`src/rtl/timer_pkg.sv`:
```
package timer_pkg;
    typedef enum logic [1:0] {
        ST_OFF      = 2'd0,
        ST_RUN      = 2'd1,
        ST_HOLD_OFF = 2'd2,
        ST_HOLD_RUN = 2'd3
    } run_state_t;

    localparam int ADDR_W = 7;
    localparam logic [ADDR_W-1:0] OFS_FLAG = 7'h00;
    localparam logic [ADDR_W-1:0] OFS_CTL  = 7'h04;
    localparam logic [ADDR_W-1:0] OFS_CNT  = 7'h08;
    localparam logic [ADDR_W-1:0] OFS_PRE  = 7'h0C;
    localparam logic [ADDR_W-1:0] OFS_MCTL = 7'h14;
    localparam logic [ADDR_W-1:0] OFS_MVAL = 7'h18;
    localparam logic [ADDR_W-1:0] OFS_MODE = 7'h70;

    localparam int ACT_W = 3;
    localparam int ACT_INT  = 0;
    localparam int ACT_RST  = 1;
    localparam int ACT_STOP = 2;
endpackage

```
`src/rtl/timer_ctl_fsm.sv`:
```
module timer_ctl_fsm
    import timer_pkg::*;
(
    input  logic       clk,
    input  logic       rst_n,
    input  logic       ctl_wr,
    input  logic [1:0] ctl_wdata,
    input  logic       stop_req,
    output run_state_t state,
    output logic       count_en,
    output logic       hold
);
    run_state_t nxt;

    always_ff @(posedge clk or negedge rst_n) begin
        if (!rst_n) state <= ST_OFF;
        else        state <= nxt;
    end

    always_comb begin
        nxt = state;
        if (ctl_wr) begin
            nxt = run_state_t'(ctl_wdata);
        end else begin
            unique case (state)
                ST_RUN:      if (stop_req) nxt = ST_OFF;
                ST_OFF:      nxt = ST_OFF;
                ST_HOLD_OFF: nxt = ST_HOLD_OFF;
                ST_HOLD_RUN: nxt = ST_HOLD_RUN;
            endcase
        end
    end

    always_comb begin
        count_en = 1'b0;
        hold     = 1'b0;
        unique case (state)
            ST_OFF:      ;
            ST_RUN:      count_en = 1'b1;
            ST_HOLD_OFF: hold = 1'b1;
            ST_HOLD_RUN: hold = 1'b1;
        endcase
    end
endmodule

```
`src/rtl/timer_regs.sv`:
```
module timer_regs
    import timer_pkg::*;
#(
    parameter int DATA_W = 32,
    parameter int MODE_W = 2
) (
    input  logic              clk,
    input  logic              rst_n,
    input  logic              wr,
    input  logic [ADDR_W-1:0] addr,
    input  logic [DATA_W-1:0] wdata,
    input  logic              match_evt,
    output logic [DATA_W-1:0] pre,
    output logic [ACT_W-1:0]  mctl,
    output logic [DATA_W-1:0] mval,
    output logic [MODE_W-1:0] mode,
    output logic              flag
);
    logic flag_set, flag_clr;

    assign flag_set = match_evt && mctl[ACT_INT];
    assign flag_clr = wr && (addr == OFS_FLAG) && wdata[0];

    always_ff @(posedge clk or negedge rst_n) begin
        if (!rst_n) begin
            pre  <= '0;
            mctl <= '0;
            mval <= '0;
            mode <= '0;
        end else if (wr) begin
            unique case (addr)
                OFS_PRE:  pre  <= wdata;
                OFS_MCTL: mctl <= wdata[ACT_W-1:0];
                OFS_MVAL: mval <= wdata;
                OFS_MODE: mode <= wdata[MODE_W-1:0];
                default:  ;
            endcase
        end
    end

    always_ff @(posedge clk or negedge rst_n) begin
        if (!rst_n)        flag <= 1'b0;
        else if (flag_set) flag <= 1'b1;
        else if (flag_clr) flag <= 1'b0;
    end
endmodule

```
`src/rtl/timer_counter.sv`:
```
module timer_counter #(
    parameter int DATA_W = 32
) (
    input  logic              clk,
    input  logic              rst_n,
    input  logic              hold,
    input  logic              run,
    input  logic [DATA_W-1:0] pre,
    input  logic [DATA_W-1:0] mval,
    input  logic              act_rst,
    input  logic              act_stop,
    input  logic              cnt_wr,
    input  logic [DATA_W-1:0] cnt_wdata,
    output logic [DATA_W-1:0] cnt,
    output logic              match_evt
);
    logic [DATA_W-1:0] pc;
    logic              tick;
    logic [DATA_W-1:0] cnt_adv;

    assign tick      = run && (pc >= pre);
    assign match_evt = tick && (cnt == mval);

    always_comb begin
        cnt_adv = cnt + 1'b1;
        if (match_evt) begin
            if (act_rst)       cnt_adv = '0;
            else if (act_stop) cnt_adv = cnt;
        end
    end

    always_ff @(posedge clk or negedge rst_n) begin
        if (!rst_n)    pc <= '0;
        else if (hold) pc <= '0;
        else if (run)  pc <= tick ? '0 : pc + 1'b1;
    end

    always_ff @(posedge clk or negedge rst_n) begin
        if (!rst_n)      cnt <= '0;
        else if (hold)   cnt <= '0;
        else if (cnt_wr) cnt <= cnt_wdata;
        else if (tick)   cnt <= cnt_adv;
    end
endmodule

```
`src/rtl/match_timer.sv`:
```
module match_timer
    import timer_pkg::*;
#(
    parameter int DATA_W = 32,
    parameter int MODE_W = 2
) (
    input  logic              clk,
    input  logic              rst_n,
    input  logic              bus_wr,
    input  logic [6:0]        bus_addr,
    input  logic [DATA_W-1:0] bus_wdata,
    output logic [DATA_W-1:0] bus_rdata,
    output logic              irq
);
    run_state_t        state;
    logic              count_en, hold, run;
    logic              ctl_wr, cnt_wr, match_evt, flag;
    logic [DATA_W-1:0] pre, mval, cnt;
    logic [ACT_W-1:0]  mctl;
    logic [MODE_W-1:0] mode;

    assign ctl_wr = bus_wr && (bus_addr == OFS_CTL);
    assign cnt_wr = bus_wr && (bus_addr == OFS_CNT);
    assign run    = count_en && (mode == '0);

    timer_ctl_fsm u_fsm (
        .clk(clk), .rst_n(rst_n), .ctl_wr(ctl_wr), .ctl_wdata(bus_wdata[1:0]),
        .stop_req(match_evt && mctl[ACT_STOP]),
        .state(state), .count_en(count_en), .hold(hold)
    );

    timer_regs #(.DATA_W(DATA_W), .MODE_W(MODE_W)) u_regs (
        .clk(clk), .rst_n(rst_n), .wr(bus_wr), .addr(bus_addr), .wdata(bus_wdata),
        .match_evt(match_evt), .pre(pre), .mctl(mctl), .mval(mval),
        .mode(mode), .flag(flag)
    );

    timer_counter #(.DATA_W(DATA_W)) u_cnt (
        .clk(clk), .rst_n(rst_n), .hold(hold), .run(run), .pre(pre), .mval(mval),
        .act_rst(mctl[ACT_RST]), .act_stop(mctl[ACT_STOP]),
        .cnt_wr(cnt_wr), .cnt_wdata(bus_wdata), .cnt(cnt), .match_evt(match_evt)
    );

    always_comb begin
        bus_rdata = '0;
        unique case (bus_addr)
            OFS_FLAG: bus_rdata[0]          = flag;
            OFS_CTL:  bus_rdata[1:0]        = state;
            OFS_CNT:  bus_rdata             = cnt;
            OFS_PRE:  bus_rdata             = pre;
            OFS_MCTL: bus_rdata[ACT_W-1:0]  = mctl;
            OFS_MVAL: bus_rdata             = mval;
            OFS_MODE: bus_rdata[MODE_W-1:0] = mode;
            default:  bus_rdata             = '0;
        endcase
    end

    assign irq = flag && mctl[ACT_INT];
endmodule

```
`config.mk`:
```
export PLATFORM = sky130hd
export DESIGN_NAME = match_timer
export DESIGN_NICKNAME = d
export VERILOG_FILES = /design/src/rtl/timer_pkg.sv /design/src/rtl/timer_ctl_fsm.sv /design/src/rtl/timer_regs.sv /design/src/rtl/timer_counter.sv /design/src/rtl/match_timer.sv
export SDC_FILE = /design/constraint.sdc
export NUM_CORES = 1
export LEC_CHECK = 0
export CAP_MARGIN = 20
export CELL_PAD_IN_SITES_DETAIL_PLACEMENT = 1
export CELL_PAD_IN_SITES_GLOBAL_PLACEMENT = 1
export CORE_MARGIN = 2
export CORE_UTILIZATION = 47
export CTS_BUF_LIST = sky130_fd_sc_hd__clkbuf_2
export DETAILED_ROUTE_END_ITERATION = 10
export HOLD_SLACK_MARGIN = 0.15
export PLACE_DENSITY = 0.94
export SLEW_MARGIN = 20
export SYNTH_ARGS = -nofsm -noshare
export SYNTH_HDL_FRONTEND = slang
export SYNTH_SLANG_ARGS = --single-unit
```
`constraint.sdc`:
```
create_clock -name clk -period 3.45 [get_ports clk]
set_input_delay 0.5175 -clock clk [delete_from_list [all_inputs] [get_ports clk]]
set_output_delay 0.5175 -clock clk [all_outputs]
set_load 0.02 [all_outputs]
```
==> reports/qor.csv, run 1 <==
metric,value,unit
run_status,"complete, no violations",
period_minus_slack,3.38,ns
start_util,47.8,%
yosysWarnings,0,
final.period_utilization,98.0,%
p_leak,4.26,nW
insertion_delay,0.76,ns
crit_family,buffers and inverters,
port_buffers,74,
synthCells,970,
crit_type,in2out,
ys_types,67,
p_seq_share,53.7,%
hold_ws,0.293,ns
synth.avg_cell_area,9.21,um^2
drt_iter0_markers,908,
maxCapViolations,0,
die_x,142,um
area_growth,13.7,%
clock-root-buffer,clkbuf_2,
synth_ff_type,dfrtp_1,
end_kind,primary output,
nFillCells,2141,
drt_pass1_iterations,5,
dp_hpwl,23400,um
grt_max_degree,77,
synth_edf_count,0,
drcViolationCount,0,
detail-route-antenna-nets,0,
final_core_util,54.3,%
synth_nets,1046,
finClkSkew,0.0286,ns
nets,1111,
clk_pin_slew,0.19,ns
worst_pin_slew,0.751,ns
synth-seq-area-share,38.1,%
grt_first_pass_wirelength,49900,um
grt_pass1_vias,8780,
crit_fanout,19,
slew_viol_final,0,
slowest_delay,0.66,ns
critPathSlowestCell,clkdlybuf4s50_1,
ir_drop,0.000261,V
clkPwrFrac,22.0,%
htreeDepth,4,
required,2.93,ns
syn_area,8940,um^2
avgRoutedWirePerCell,24.8,um
clockBufferDepth,2,
p_comb_share,24.2,%
layout_common_cells,"dfrtp_1 (136), nand2_1 (91), inv_1 (72)",
crit_buf_inv,4,
swShare,35.9,%
drt_wl_total,31800,um
cts_tree,done,
rows,50,
powerDensity,342,nW/um^2
hp-class,in2reg,
finalWeightedCongestion,0.904,
synthArstFlopShare,100,%
crit_arrival,2.86,ns
die_h,142,um
cts_inserted_buffers,17,
drive_above_1_share,14.6,%
die_area,20100,um^2
p_sw,1.25,mW
setup_viol,0,
max_freq,0.296,GHz
synth-seq-cells,136,
mostFrequentLayoutCell,dfrtp_1,
critPathLaunchType,input pin,
cts_num_sinks,136,
grt-ovfl-total,0,
viasPerCell,6.61,
num_io_pins,75,
internal-power,2.23,mW
post_cts_buffers,0,
routed-via-count,8472,
path_cells,"clkdlybuf4s50_1, nor4_2, buf_4, nand2_1, buf_4, o21ai_0, clkdlybuf4s50_1",
maxSlewHeadroom,49.9,%
hold_viol,0,
fp.coreArea,18700,um^2
gr-usage-all-layers,32.3,%
antenna_found_initial,2,
## worst register-to-register path, delay by kind of cell (launching register included)
kind            cells  cell delay, ns
simple gates        4            1.11
buf+inv             3            0.54
compound gates      3            0.70
flops               1            0.47
fa+ha+maj           1            0.33
## kinds of logic (layout without fill, tap and decap cells)
family	count (synthesis)	count (layout)	share of synthesized area, %
flops	136	136	38.1
mux	107	107	12.9
other cells	0	1	0
fa+ha+maj	34	34	4.76
buf+inv	139	216	6.71
compound gates	234	234	17.2
simple gates	287	287	17.1
xor+xnor	33	33	3.23
## path summary, 6_finish.rpt
check	startpoint	to	slack [ns]	depth (start not counted)
worst max register to register	u_regs.pre[27]	u_cnt.cnt[3]	0.20	11
max in group asynchronous	rst_n	u_cnt.pc[22]	2.26	3
worst min register to register	u_cnt.pc[12]	u_cnt.pc[12]	0.53	1
worst max-delay path	bus_addr[5]	bus_rdata[6]	0.07	7
min in group asynchronous	rst_n	u_cnt.cnt[24]	0.34	2
worst min-delay path	bus_addr[4]	u_regs.flag	0.29	6
## per-stage QoR
| step | power (mW) | cell area (um^2) | TNS, ns | setup slack, ns | instances |
|---|---|---|---|---|---|
| after detailed placement | 2.70 | 9980 | 0 | 0.0875 | 1249 |
| after CTS | 3.46 | 10100 | 0 | 0.0487 | 1281 |
| after global placement | 2.63 | 9980 | 0 | 0.107 | 1249 |
| after global routing | 3.62 | 10200 | -0.0684 | -0.0300 | 1282 |
| after floorplan | 2.32 | 8940 | 0 | 0.724 | 970 |
| final | 3.47 | 10200 | 0 | 0.0698 | 1282 |
## layer usage
metal | up-vias | wire length, um | global-route usage, %
met3 | 97 | 2100 | 5.91
met1 | 4283 | 13000 | 41.3
li1 | 3674 | - | -
met4 | 0 | 1320 | 12.8
met2 | 418 | 15400 | 54.4
met5 | - | 0 | 0
## cells in the mapped netlist (4+ instances only)
cell	count	area, um^2
a21o_1	7	52.6
a21oi_1	37	185
a22oi_1	45	338
a31oi_1	23	144
a32oi_1	4	35.0
a41oi_1	7	61.3
and2_1	10	62.6
and3_1	21	131
and4_1	8	70.1
buf_2	7	35.0
buf_4	8	60.1
buf_6	5	56.3
clkbuf_1	43	161
dfrtp_1	136	3400
ha_1	34	425
inv_1	72	270
mux2_2	67	754
mux2i_1	40	400
nand2_1	91	342
nand2b_1	4	25.0
nand3_1	25	125
nand4_1	24	150
nor2_1	36	135
nor2b_1	6	37.5
nor3_1	22	110
nor4_1	9	56.3
o211ai_1	6	45.0
o21ai_0	54	270
o22ai_1	25	156
or4_1	4	30.0
xnor2_1	33	289
## state kept, by name, indices dropped and copies added (netlist names)
signal / count
u_regs.pre: 32
u_regs.flag: 1
u_cnt.pc: 32
u_regs.mode: 2
u_regs.mval: 32
u_fsm.state: 2
u_cnt.cnt: 32
u_regs.mctl: 3
## power by group through the flow
stage,Clock [mW],Combinational (mW),Sequential (mW)
final,0.766,0.841,1.87
after global routing,0.841,0.899,1.88
after CTS,0.773,0.827,1.86
after detailed placement,0,0.818,1.88
after global placement,0,0.762,1.87
after floorplan,0,0.506,1.81
## what timing repair did
action                     4_1_cts  5_1_grt
gates resized for setup          0        6
hold endpoints to repair        73        0
setup endpoints to repair        0       49
hold buffers                     1        0
## layout make-up
type / instances / area (um^2) / share of cell area, %
inverter: 72 / 270 / 2.66
clock inverter: 13 / 65.1 / 0.640
antenna: 1 / 2.50 / 0.0246
multi-input combinational: 695 / 4950 / 48.7
sequential: 136 / 3400 / 33.5
clock buffer: 18 / 90.1 / 0.886
timing repair buffer: 113 / 1090 / 10.7
tap: 234 / 293 / 2.88
Note: power is estimated with default switching activity, not from simulation.
==> run 2: changes to the inputs <==
Settings changed: CTS_CLUSTER_DIAMETER set to 30, PLACE_DENSITY 0.94 to 0.95, REMOVE_ABC_BUFFERS set to 1.
==> reports/qor.csv, run 2 (synthesis results as in run 1) <==
metric,value,unit,change
cp-endpoint,u_fsm.state[0],,
slowest_delay,0.86,ns,+0.20 ns
run_status,finished with violations,,
start_util,47.8,%,unchanged
multi_input_area,4970,um^2,+0.35%
finalWeightedCongestion,0.937,,+3.7%
antenna_found_initial,1,,-1
required,4.11,ns,+1.18 ns
setup_viol,4,,+4
drcViolationCount,0,,unchanged
nFillCells,2100,,-1.9%
final.period_utilization,102,%,+3.8 points
num_io_pins,75,,unchanged
crit_family,compound AO/OA/AOI/OAI gates,,
grt_max_degree,76,,-1.3%
cts_inserted_buffers,17,,unchanged
drt_wl_total,34000,um,+7.0%
grt_pass1_vias,9042,,+3.0%
cts_tree,done,,
grt-ovfl-total,0,,unchanged
hp-class,in2async,,
clock-root-buffer,clkbuf_2,,
maxSlewHeadroom,33.0,%,-17 points
fp.coreArea,18700,um^2,unchanged
violations,setup timing,,
slew_viol_final,0,,unchanged
path_depth,11,,+4
r2r-end,u_fsm.state[0],,
mostFrequentLayoutCell,dfrtp_1,,
gr-usage-all-layers,34.0,%,+1.7 points
die_h,142,um,unchanged
drt_pass1_iterations,6,,+1
layout_common_cells,"dfrtp_1 (136), nand2_1 (91), inv_1 (72)",,
tns,-0.0792,ns,-0.0792 ns
area_growth,15.5,%,
finClkSkew,0.0356,ns,+0.00696 ns
routed-via-count,8800,,+3.9%
crit_buf_inv,4,,unchanged
timing.final.ws_setup,-0.0617,ns,-0.132 ns
nets,1112,,+0.090%
cts_num_sinks,136,,unchanged
reg2reg_setup_slack,-0.06,ns,-0.26 ns
end_kind,flip-flop,,
critPathLaunchType,flip-flop,,
r2r_start,u_regs.pre[31],,
htreeDepth,4,,unchanged
crit_start,u_regs.pre[31],,
maxCapViolations,0,,unchanged
power.total,3.68,mW,+6.0%
avgRoutedWirePerCell,26.4,um,+6.6%
worst_pin_slew,0.980,ns,+0.228 ns
path_cells,"inv_1, ha_1, nand4_1, buf_4, a2111oi_0, or4b_4, buf_4, o21ai_0, buf_4, o211ai_1, o21ai_0",,
port_buffers,74,,unchanged
die_x,142,um,unchanged
dp_hpwl,23800,um,+1.7%
crit_arrival,4.17,ns,+1.31 ns
r2r_cells,11,,unchanged
grt_first_pass_wirelength,52600,um,+5.6%
clockBufferDepth,2,,unchanged
hold_viol,0,,unchanged
clk_pin_slew,0.21,ns,+0.02 ns
cp_common_cell,buf_4,,
viasPerCell,6.84,,+3.5%
p_leak,4.73,nW,+11%
critPathSlowestCell,a2111oi_0,,
detail-route-antenna-nets,0,,unchanged
crit_fanout,4,,-15
powerDensity,357,nW/um^2,+4.4%
max_freq,0.285,GHz,-3.7%
crit_type,reg2reg,,
insertion_delay,0.81,ns,+0.05 ns
drt_iter0_markers,1026,,+13%
period_minus_slack,3.51,ns,+0.132 ns
drive_above_1_share,15.2,%,+0.54 points
die_area,20100,um^2,unchanged
ir_drop,0.000195,V,-25%
ff_latch_area,3400,um^2,unchanged
rows,50,,unchanged
## run 2: worst min-delay path by stage
| stage | slack [ns] | endpoint | cells past startpoint |
|---|---|---|---|
| after floorplan | 0.22 | u_cnt.cnt[0] | 0 |
| after global placement | 0.49 | u_regs.flag | 2 |
| after detailed placement | 0.52 | u_cnt.pc[28] | 1 |
| after CTS | 0.33 | u_regs.pre[9] | 2 |
| after global routing | 0.33 | u_fsm.state[1] | 2 |
| final | 0.31 | u_fsm.state[1] | 2 |
## run 2: worst register-to-register path, stage by stage (launching register included)
cell,delay (ns)
dfrtp_1,0.49
inv_1,0.07
ha_1,0.33
nand4_1,0.17
buf_4,0.20
a2111oi_0,0.86
or4b_4,0.33
buf_4,0.16
o21ai_0,0.17
buf_4,0.21
o211ai_1,0.22
o21ai_0,0.19
## run 2: stage by stage
stage / hold slack (ns) / area, um^2 / setup slack, ns / instances / utilization [%]
floorplan: 0.222 / 8610 / -0.306 / 903 / -
global placement: 0.487 / 9990 / 0.157 / 1249 / 53.4
detailed placement: 0.516 / 9990 / -0.177 / 1249 / 53.4
CTS: 0.325 / 10200 / 0.000629 / 1282 / 54.7
global route: 0.335 / 10300 / -0.104 / 1287 / 55.2
finish: 0.306 / 10300 / -0.0617 / 1287 / 55.2
## run 2: what timing repair did
action                     4_1_cts  5_1_grt
gates resized for setup          6       27
setup endpoints to repair       45       33
hold buffers                     1        0
hold endpoints to repair        72        0
pin swaps                        0        1
buffers inserted                 0        1
## run 2: per-layer routing
metal	vias to the layer above	GRT usage [%]	share of wire, %
met3	153	6.75	7.3
met2	502	57.2	48
met1	4452	41.9	39
li1	3693	-	-
met5	-	0	0
met4	0	16.3	5.5
## run 2: final cells by class
type | count | area share, %
tap | 234 | 2.84
antenna | 4 | 0.0970
multi-input combinational | 695 | 48.1
clock buffer | 22 | 1.07
timing repair buffer | 114 | 11.3
clock inverter | 10 | 1.01
inverter | 72 | 2.62
sequential | 136 | 33.0
## run 2: where the power goes
group	total, mW	internal, mW	switching, mW
clock network	0.974	0.338	0.635
registers	1.86	1.70	0.159
logic	0.849	0.341	0.507
total	3.68	2.38	1.30
